File: config.mk
export PLATFORM = sky130hd
export DESIGN_NAME = pwrmode_ctrl
export DESIGN_NICKNAME = d
export VERILOG_FILES = /design/src/rtl/pwrmode_pkg.sv /design/src/rtl/pm_seq.sv /design/src/rtl/pm_map.sv /design/src/rtl/pm_gate_reg.sv /design/src/rtl/pwrmode_ctrl.sv
export SDC_FILE = /design/constraint.sdc
export NUM_CORES = 1
export LEC_CHECK = 0
export ABC_AREA = 1
export BUFFER_PORTS_ARGS = -buffer_cell sky130_fd_sc_hd__buf_4
export CAP_MARGIN = 20
export CORE_AREA = 10 10 55 57
export DETAILED_ROUTE_END_ITERATION = 10
export DIE_AREA = 0 0 65 67
export PLACE_DENSITY = 0.74
export SKIP_LAST_GASP = 1
export SYNTH_ARGS = -nofsm -noshare
export SYNTH_HDL_FRONTEND = slang
export SYNTH_SLANG_ARGS = --single-unit
File: constraint.sdc
create_clock -name clk -period 2.55 [get_ports clk]
set_input_delay 0.255 -clock clk [delete_from_list [all_inputs] [get_ports clk]]
set_output_delay 0.255 -clock clk [all_outputs]
set_load 0.01 [all_outputs]
File: src/rtl/pwrmode_pkg.sv
package pwrmode_pkg;

    localparam int PM_MODE_W = 3;
    localparam int PM_GATE_N = 6;

    typedef enum logic [PM_MODE_W-1:0] {
        PM_RUN    = 3'd0,
        PM_SLEEP0 = 3'd1,
        PM_SLEEP1 = 3'd2,
        PM_SLEEP2 = 3'd3,
        PM_SLEEP3 = 3'd4,
        PM_SLEEP4 = 3'd5
    } pm_mode_t;

    typedef struct packed {
        logic mclk;
        logic smclk;
        logic aclk;
        logic dcgen;
        logic xosc;
        logic halt;
    } pm_gate_t;

    localparam pm_gate_t PM_GATE_RESET = '{mclk: 1'b1, smclk: 1'b1, aclk: 1'b1,
                                           dcgen: 1'b1, xosc: 1'b1, halt: 1'b0};

    function automatic logic pm_code_ok(input logic [PM_MODE_W-1:0] code);
        return code <= PM_SLEEP4;
    endfunction

    function automatic pm_gate_t pm_decode(input pm_mode_t m, input logic dco_main);
        pm_gate_t g;
        g = PM_GATE_RESET;
        unique case (m)
            PM_RUN: g = PM_GATE_RESET;
            PM_SLEEP0: begin
                g.mclk = 1'b0;
                g.halt = 1'b1;
            end
            PM_SLEEP1: begin
                g.mclk  = 1'b0;
                g.halt  = 1'b1;
                g.dcgen = dco_main;
            end
            PM_SLEEP2: begin
                g.mclk  = 1'b0;
                g.smclk = 1'b0;
                g.halt  = 1'b1;
            end
            PM_SLEEP3: begin
                g.mclk  = 1'b0;
                g.smclk = 1'b0;
                g.dcgen = 1'b0;
                g.halt  = 1'b1;
            end
            PM_SLEEP4: begin
                g = '0;
                g.halt = 1'b1;
            end
            default: g = PM_GATE_RESET;
        endcase
        return g;
    endfunction

endpackage

File: src/rtl/pm_seq.sv
module pm_seq
    import pwrmode_pkg::*;
#(
    parameter int VEC_W = 16
) (
    input  logic                 clk,
    input  logic                 rst,
    input  logic                 mode_wr,
    input  logic [PM_MODE_W-1:0] mode_req,
    input  logic                 irq,
    input  logic                 irq_ret,
    input  logic                 boot_valid,
    input  logic [VEC_W-1:0]     boot_vec,
    output pm_mode_t             mode_q,
    output logic                 busy_q
);
    localparam logic [VEC_W-1:0] BLANK_VEC = {VEC_W{1'b1}};

    pm_mode_t save_q;
    logic     boot_seen_q;
    logic     wr_ok;
    logic     boot_blank;

    assign wr_ok      = mode_wr && pm_code_ok(mode_req);
    assign boot_blank = boot_valid && !boot_seen_q && (boot_vec == BLANK_VEC);

    always_ff @(posedge clk) begin
        if (rst) begin
            mode_q      <= PM_RUN;
            save_q      <= PM_RUN;
            busy_q      <= 1'b0;
            boot_seen_q <= 1'b0;
        end else begin
            if (irq && !busy_q) begin
                save_q <= mode_q;
                mode_q <= PM_RUN;
                busy_q <= 1'b1;
            end else if (irq_ret && busy_q) begin
                mode_q <= save_q;
                busy_q <= 1'b0;
            end else if (boot_blank && !busy_q) begin
                mode_q <= PM_SLEEP4;
            end else if (wr_ok) begin
                if (busy_q) begin
                    save_q <= pm_mode_t'(mode_req);
                end else begin
                    mode_q <= pm_mode_t'(mode_req);
                end
            end
            if (boot_valid) begin
                boot_seen_q <= 1'b1;
            end
        end
    end
endmodule

File: src/rtl/pm_map.sv
module pm_map
    import pwrmode_pkg::*;
(
    input  pm_mode_t mode,
    input  logic     dco_main,
    output pm_gate_t gate
);
    always_comb begin
        gate = pm_decode(mode, dco_main);
    end
endmodule

File: src/rtl/pm_gate_reg.sv
module pm_gate_reg #(
    parameter int                 N        = 6,
    parameter logic [N-1:0]       RST_VAL  = '1
) (
    input  logic         clk,
    input  logic         rst,
    input  logic [N-1:0] d,
    output logic [N-1:0] q
);
    for (genvar i = 0; i < N; i++) begin : g_bit
        always_ff @(posedge clk) begin
            if (rst) begin
                q[i] <= RST_VAL[i];
            end else begin
                q[i] <= d[i];
            end
        end
    end
endmodule

File: src/rtl/pwrmode_ctrl.sv
module pwrmode_ctrl
    import pwrmode_pkg::*;
#(
    parameter int VEC_W = 16
) (
    input  logic                 clk,
    input  logic                 rst,
    input  logic                 mode_wr,
    input  logic [2:0]           mode_req,
    input  logic                 dco_feeds_main,
    input  logic                 irq,
    input  logic                 irq_ret,
    input  logic                 boot_valid,
    input  logic [VEC_W-1:0]     boot_vec,
    output logic [2:0]           pm_mode,
    output logic                 in_service,
    output logic                 mclk_en,
    output logic                 smclk_en,
    output logic                 aclk_en,
    output logic                 dcgen_en,
    output logic                 xosc_en,
    output logic                 cpu_halt
);
    pm_mode_t mode_q;
    logic     busy_q;
    pm_gate_t gate_d;
    pm_gate_t gate_q;
    logic [PM_GATE_N-1:0] gate_vec_q;

    pm_seq #(.VEC_W(VEC_W)) u_seq (
        .clk        (clk),
        .rst        (rst),
        .mode_wr    (mode_wr),
        .mode_req   (mode_req),
        .irq        (irq),
        .irq_ret    (irq_ret),
        .boot_valid (boot_valid),
        .boot_vec   (boot_vec),
        .mode_q     (mode_q),
        .busy_q     (busy_q)
    );

    pm_map u_map (
        .mode     (mode_q),
        .dco_main (dco_feeds_main),
        .gate     (gate_d)
    );

    pm_gate_reg #(.N(PM_GATE_N), .RST_VAL(PM_GATE_RESET)) u_gate (
        .clk (clk),
        .rst (rst),
        .d   (gate_d),
        .q   (gate_vec_q)
    );

    assign gate_q     = pm_gate_t'(gate_vec_q);
    assign pm_mode    = mode_q;
    assign in_service = busy_q;
    assign mclk_en    = gate_q.mclk;
    assign smclk_en   = gate_q.smclk;
    assign aclk_en    = gate_q.aclk;
    assign dcgen_en   = gate_q.dcgen;
    assign xosc_en    = gate_q.xosc;
    assign cpu_halt   = gate_q.halt;
endmodule

==> results_dict.tcl, run 1 <==
set metrics [dict create \
    arrival_ns 0.89 \
    cts_resized 0 \
    yosysUniqueCellTypes 19 \
    dp_hpwl_mm 1.567 \
    wl_met2_um 903 \
    postLayoutCoreUtil_pct 50.13 \
    port_buffers 35 \
    ys_warn_count 0 \
    firstDrtPassIters 6 \
    grt_pass1_vias 713 \
    core_sq_mm 0.001942 \
    grt_pass1_wl_mm 3.139 \
    critical_path.startpoint "u_seq.mode_q[0]" \
    path_cells "buf_4" \
    slowest_delay_ns 0.45 \
    diodes 0 \
    fp.dieH_um 67 \
    clk_pin_slew_worst_paths_ns 0.08 \
    synth_area_sq_um 658.1 \
    gp_congestion 0.8414 \
    met3WireLength_um 226 \
    cts_tree "built" \
    fin_crit_sh_pct 44.99 \
    hp-class "in2reg" \
    dieArea_sq_mm 0.004355 \
    vias 731 \
    die_x_um 65 \
    path_max_fanout 7 \
    critPathKind "reg2out" \
    multi_input_area_sq_um 329.1 \
    post_cts_buffers 0 \
    relSlewSlack_pct 84.24 \
    holdWs_ns 0.1809 \
    seq_area_frac_synth_pct 39.54 \
    routed_via_density 4.404 \
    cp_slowest_cell "dfxtp_1" \
    power_density_mw_per_mm2 469.5 \
    final_max_slew_viol_count 0 \
    syn_to_final_growth_pct 47.91 \
    cts_inserted_buffers 3 \
    path_delay_family "flip-flops" \
    path_buf_inv 1 \
    fmax_ghz 0.8717 \
    setup_viol 0 \
    timing.rr.start "u_seq.busy_q" \
    setup_tns_ns 0 \
    drtIter0Drc 17 \
    ff_latch_area_sq_um 260.3 \
    clk_latency_ns 0.28 \
    final_nets 166 \
    row_count 16 \
    antenna_left 0 \
    postSynthCellCount 101 \
    hold_buffers 0 \
    finClkSkew_ns 0.01295 \
    antenna_found_initial 0 \
    hold_violations 0 \
    drc 0 \
    cp-end-kind "output port" \
    status "complete, no violations" \
    vdd_drop_max_mv 0.2921 \
    worst_ep_required_time_ns 2.30 \
    grt_max_degree 8 \
    start_util_pct 33.89 \
    worstHoldStart "rst" \
    cts_max_path_buffers 2 \
    routed_wl_mm 1.853 \
    synth_area_per_cell_sq_um 6.516 \
    drive_above_1_share_pct 34.53 \
    critPathLaunchType "register" \
    root_buffer "clkbuf_4" \
    num_io_pins 36 \
    wl_per_cell_um 11.16 \
    synth_seq_cells 13 \
    grt_overflow 0 \
    gr-usage-all-layers_pct 9.227 \
    period_minus_slack_ns 1.147 \
    postSynthNetCount 127 \
    cts_sinks 13 \
    n_fill_cell 206 \
    htree_levels 1 \
    max_cap_viol_count 0 \
    dr.max_layer_used "met4" \
    m1WireLength_um 711 \
    grt_setup_unrepaired "false" \
    worst_slew_pin_slew_ns 0.2361 \
    power_leakage_nw 0.5127 \
]
## layout by cell type (no fill, tap or decap)
cell and n:
a21oi_1 3, a31oi_1 1, buf_4 35, clkbuf_1 1, clkbuf_4 3, clkinv_2 1
dfxtp_1 13, inv_1 12, inv_2 3, nand2_1 27, nand2_2 2, nand2_4 1
nand3_1 4, nand3_2 1, nand4_1 1, nor2_1 17, nor2_4 1, o21a_1 1
o21ai_0 7, o21ai_1 4, o21ai_2 1
## path summary, 6_finish.rpt
kind	endpoint	slack, ns	cells after the start
worst max register to register	u_seq.mode_q[2]	1.47	6
worst min-delay path	u_seq.boot_seen_q	0.18	2
worst max-delay path	pm_mode[0]	1.40	1
worst min register to register	u_gate.q[1]	0.47	1
## sequential cells by signal, indices dropped and copies added, names as in the netlist
name / flops
u_gate.q: 5
u_seq.boot_seen_q: 1
u_seq.busy_q: 1
u_seq.mode_q: 3
u_seq.save_q: 3
## layout make-up
type	instances	area share, %
multi-input combinational	71	33.80
sequential	13	26.74
timing repair buffer	35	26.99
tap	27	3.470
clock buffer	4	2.699
inverter	16	6.298
## through the flow
step | worst slack, ns | instances | total power, mW | area [sq um]
after floorplan | 1.511 | 101 | 0.2792 | 658.1
after global placement | 1.515 | 162 | 0.3311 | 947.2
after detailed placement | 1.494 | 162 | 0.3337 | 947.2
after CTS | 1.377 | 166 | 0.4664 | 973.4
after global routing | 1.338 | 166 | 0.4905 | 973.4
final | 1.403 | 166 | 0.4570 | 973.4
## kinds of logic (layout without fill, tap and decap cells)
kind of cell | after synthesis | count (layout) | synth area share (%)
and+or+nand+nor | 54 | 54 | 35.93
buffers and inverters | 17 | 55 | 10.46
DFF | 13 | 13 | 39.54
AOI/OAI and AO/OA | 17 | 17 | 14.07
## per-layer routing
| metal | global-route usage, % | up-vias |
|---|---|---|
| met5 | 0 | - |
| met4 | 4.011 | 0 |
| met3 | 6.020 | 2 |
| met2 | 16.50 | 28 |
| met1 | 8.015 | 313 |
| li1 | - | 388 |
## synth_stat cells
master,number,area [sq um]
o21ai_1,4,20.02
inv_2,3,11.26
nand2_2,2,12.51
dfxtp_1,13,260.3
o21ai_2,1,8.760
a31oi_1,1,6.260
buf_4,1,7.510
a21oi_1,3,15.01
clkinv_2,1,5.000
nand3_1,4,20.02
nand2_4,1,11.26
nand3_2,1,10.01
nand2_1,27,101.4
nand4_1,1,6.260
o21a_1,1,7.510
nor2_1,17,63.81
inv_1,12,45.04
o21ai_0,7,35.03
nor2_4,1,11.26
## where the power goes
part	total, mW	switching [mW]	internal [mW]
clock network	0.129	0.0678	0.0607
registers	0.225	0.00855	0.216
logic	0.104	0.0500	0.0536
Note: power is estimated with default switching activity, not from simulation.
==> run 2, diff against run 1 <==
--- a/config.mk
+++ b/config.mk
@@ -5,13 +5,13 @@
 export SDC_FILE = /design/constraint.sdc
 export NUM_CORES = 1
 export LEC_CHECK = 0
-export ABC_AREA = 1
+export ABC_AREA = 0
 export BUFFER_PORTS_ARGS = -buffer_cell sky130_fd_sc_hd__buf_4
 export CAP_MARGIN = 20
-export CORE_AREA = 10 10 55 57
+export CORE_AREA = 10 10 53 55
 export DETAILED_ROUTE_END_ITERATION = 10
-export DIE_AREA = 0 0 65 67
-export PLACE_DENSITY = 0.74
+export DIE_AREA = 0 0 63 65
+export PLACE_DENSITY = 0.75
 export SKIP_LAST_GASP = 1
 export SYNTH_ARGS = -nofsm -noshare
 export SYNTH_HDL_FRONTEND = slang
==> constraint.sdc (replaced) <==
create_clock -name clk -period 1.2 [get_ports clk]
set_input_delay 0.12 -clock clk [delete_from_list [all_inputs] [get_ports clk]]
set_output_delay 0.12 -clock clk [all_outputs]
set_load 0.01 [all_outputs]
==> run 2 against run 1 <==
Effect of this change: the run now ends with setup timing left; clock-buffer cell count is the same; sequential share of layout area grew 0.76 points; register-to-register slack lost 1.8 ns; cell count shrank 22%; worst hold slack lost 0.12 ns; non-clock buffer count grew 5; clock skew shrank 0.0070 ns; die area shrank 6.0%; core utilization grew 1.7 points; largest power group unchanged.
==> results_dict.tcl, run 2 <==
set metrics [dict create \
    combPwrFrac_pct 22.7 \
    status "complete, but fails checks" \
    synth.largest_area_cell "dfxtp_1" \
    ys_top_cells_by_count "dfxtp_1, nor2_1, mux2i_1" \
    grt_overflow 0 \
    max_cap_viol_count 0 \
    setup_viol 7 \
    clk_pin_slew_worst_paths_ns 0.08 \
    syn_to_final_growth_pct 63.00 \
    worstRegToRegCells 3 \
    vias 617 \
    final_common_cell "buf_4" \
    dp_hpwl_mm 1.374 \
    holdWs_ns 0.06009 \
    start_util_pct 31.79 \
    synth_edf_count 0 \
    path_cells "or4_4 > or4_4 > and4b_1" \
    root_buffer "clkbuf_4" \
    htree_levels 1 \
    cts_max_path_buffers 2 \
    cts_tree "built" \
    cp_common_cell "or4_4" \
    routed_wl_mm 1.696 \
    n_fill_cell 194 \
    fp.dieH_um 65 \
    reg2reg_setup_slack_ns -0.33 \
    p_sw_mw 0.2474 \
    cp_slowest_cell "or4_4" \
    final_cell_mix "buf_4, dfxtp_1, nor2_1, mux2i_1" \
    cts_inserted_buffers 3 \
    synth_area_leaders "dfxtp_1, mux2i_1, a211oi_1" \
    multi_input_area_sq_um 331.6 \
    diodes 0 \
    slowest_delay_ns 0.49 \
    period_minus_slack_ns 1.525 \
    yosysTopAreaCellShare_pct 43.97 \
    grt_pass1_vias 662 \
    final_max_slew_viol_count 0 \
    largest_reg_flops 5 \
    critPathKind "reg2reg" \
    num_io_pins 36 \
    postSynthNetCount 88 \
    power_density_mw_per_mm2 1004 \
    grt_pass1_wl_mm 2.870 \
    vdd_drop_max_mv 0.7504 \
    antenna_left 0 \
    grt_max_degree 11 \
    path_max_fanout 3 \
    drtIter0Drc 7 \
    gr-usage-all-layers_pct 8.342 \
    clk_latency_ns 0.28 \
    row_count 16 \
    synth_seq_cells 13 \
    ys_async_sr_fraction_pct 0 \
    drive_above_1_share_pct 51.46 \
    clkPwrFrac_pct 27.9 \
    critPathLaunchType "register" \
    finClkSkew_ns 0.005919 \
    hold_path_depth 3 \
    hp-class "in2reg" \
    power_leakage_nw 0.4432 \
    seq_area_frac_synth_pct 43.97 \
    holdPathEnd "u_seq.boot_seen_q" \
    synth_area_per_cell_sq_um 9.545 \
    cp-end-kind "register" \
    firstDrtPassIters 4 \
    dieArea_sq_mm 0.004095 \
    worst_ep_required_time_ns 1.38 \
    violations "setup timing" \
    ff_latch_area_sq_um 265.3 \
    postSynthCellCount 62 \
    setup_tns_ns -1.077 \
    relSlewSlack_pct 83.84 \
    fmax_ghz 0.6555 \
    timing.rr.start "u_seq.boot_seen_q" \
    worst_slew_pin_slew_ns 0.2391 \
    fin_crit_sh_pct 127.1 \
    ys_warn_count 0 \
    arrival_ns 1.70 \
    cts_sinks 13 \
    port_buffers 35 \
    drc 0 \
    routed_via_density 4.746 \
    grt_setup_unrepaired "true" \
    gp_congestion 0.7483 \
    hold_violations 0 \
    synth_ff_type "dfxtp_1" \
    r2r_end "u_seq.mode_q[1]" \
    synth.most_common_cell "dfxtp_1" \
    seqPwrFrac_pct 49.4 \
    antenna_found_initial 0 \
    netSwitchingFraction_pct 25.54 \
    die_x_um 63 \
    yosysUniqueCellTypes 27 \
    synth_area_sq_um 591.8 \
    setup_slack_ns -0.3255 \
    core_sq_mm 0.001862 \
    worstHoldStart "boot_valid" \
    p_int_mw 0.7213 \
    final_nets 130 \
    top_regs "u_gate.q x5, u_seq.mode_q x3, u_seq.save_q x3" \
    wl_per_cell_um 13.05 \
    largest-register "u_gate.q" \
]
## run 2: changes by cell type after synthesis, sizes merged, moves of 3 or more
cell / change
nor2: -12
nand3: -4
mux2i: +5
nand2: -28
a211oi: +4
nand2b: +3
inv: -13
o21ai: -11
## run 2: area by class of cell
cell class / count / share of cell area [%]
Inverter: 2 / 0.7782
Sequential cell: 13 / 27.50
Tap cell: 27 / 3.502
Timing Repair Buffer: 40 / 31.13
Clock buffer: 4 / 2.724
Multi-Input combinational cell: 44 / 34.37
## run 2: worst max-delay path by stage
stage                     slack, ns              start  cells past startpoint         endpoint
after floorplan               -0.33       u_seq.busy_q                      3  u_seq.mode_q[1]
after global routing          -0.37  u_seq.boot_seen_q                      3  u_seq.mode_q[1]
final                         -0.33  u_seq.boot_seen_q                      3  u_seq.mode_q[1]
after detailed placement      -0.33       u_seq.busy_q                      3  u_seq.mode_q[1]
after CTS                     -0.34       u_seq.busy_q                      3  u_seq.mode_q[1]
after global placement        -0.31  u_seq.boot_seen_q                      3  u_seq.mode_q[1]
## run 2: timing repair
action / 4_1_cts / 5_1_grt
endpoints found under the setup margin: 6 / 7
hold buffers: 0 / 0
gates resized for setup: 2 / 3
pin swaps: 3 / 3
buffers inserted: 2 / 0
## run 2: logic make-up (layout without fill, tap and decap cells)
logic type | after synthesis | after routing | share of synthesized area, %
DFF | 13 | 13 | 43.97
and+or+nand+nor | 24 | 24 | 24.53
buffers and inverters | 5 | 46 | 3.807
AOI/OAI and AO/OA | 13 | 13 | 15.43
muxes | 7 | 7 | 12.26
## run 2: per-layer routing
metal,track usage (%),wire length [um],vias to the layer above
li1,-,-,311
met1,8.422,670,278
met2,14.47,815,28
met3,6.186,210,0
met4,0,0,0
met5,0,0,-
## run 2: metrics by stage
| step | total power, mW | util [%] | cell area, sq um | setup slack (ns) | std cells |
|---|---|---|---|---|---|
| floorplan | 0.5793 | - | 599.3 | -0.3301 | 62 |
| global placement | 0.6911 | 48.52 | 903.4 | -0.3119 | 124 |
| detailed placement | 0.6950 | 48.52 | 903.4 | -0.3291 | 124 |
| CTS | 0.9786 | 51.28 | 954.7 | -0.3407 | 130 |
| global route | 1.043 | 51.81 | 964.7 | -0.3669 | 130 |
| finish | 0.9687 | 51.81 | 964.7 | -0.3255 | 130 |
## run 2: worst max-delay path, delay by kind of cell, from the launching register on
| kind | cells | cell delay, ns |
|---|---|---|
| flops | 1 | 0.32 |
| simple gates | 3 | 1.10 |
## run 2: power groups by stage
| stage | combinational, mW | sequential (mW) | clock, mW |
|---|---|---|---|
| finish | 0.220 | 0.479 | 0.270 |
| global route | 0.241 | 0.484 | 0.318 |
| CTS | 0.218 | 0.479 | 0.282 |
| detailed placement | 0.206 | 0.489 | 0 |
| global placement | 0.204 | 0.487 | 0 |
| floorplan | 0.0854 | 0.494 | 0 |
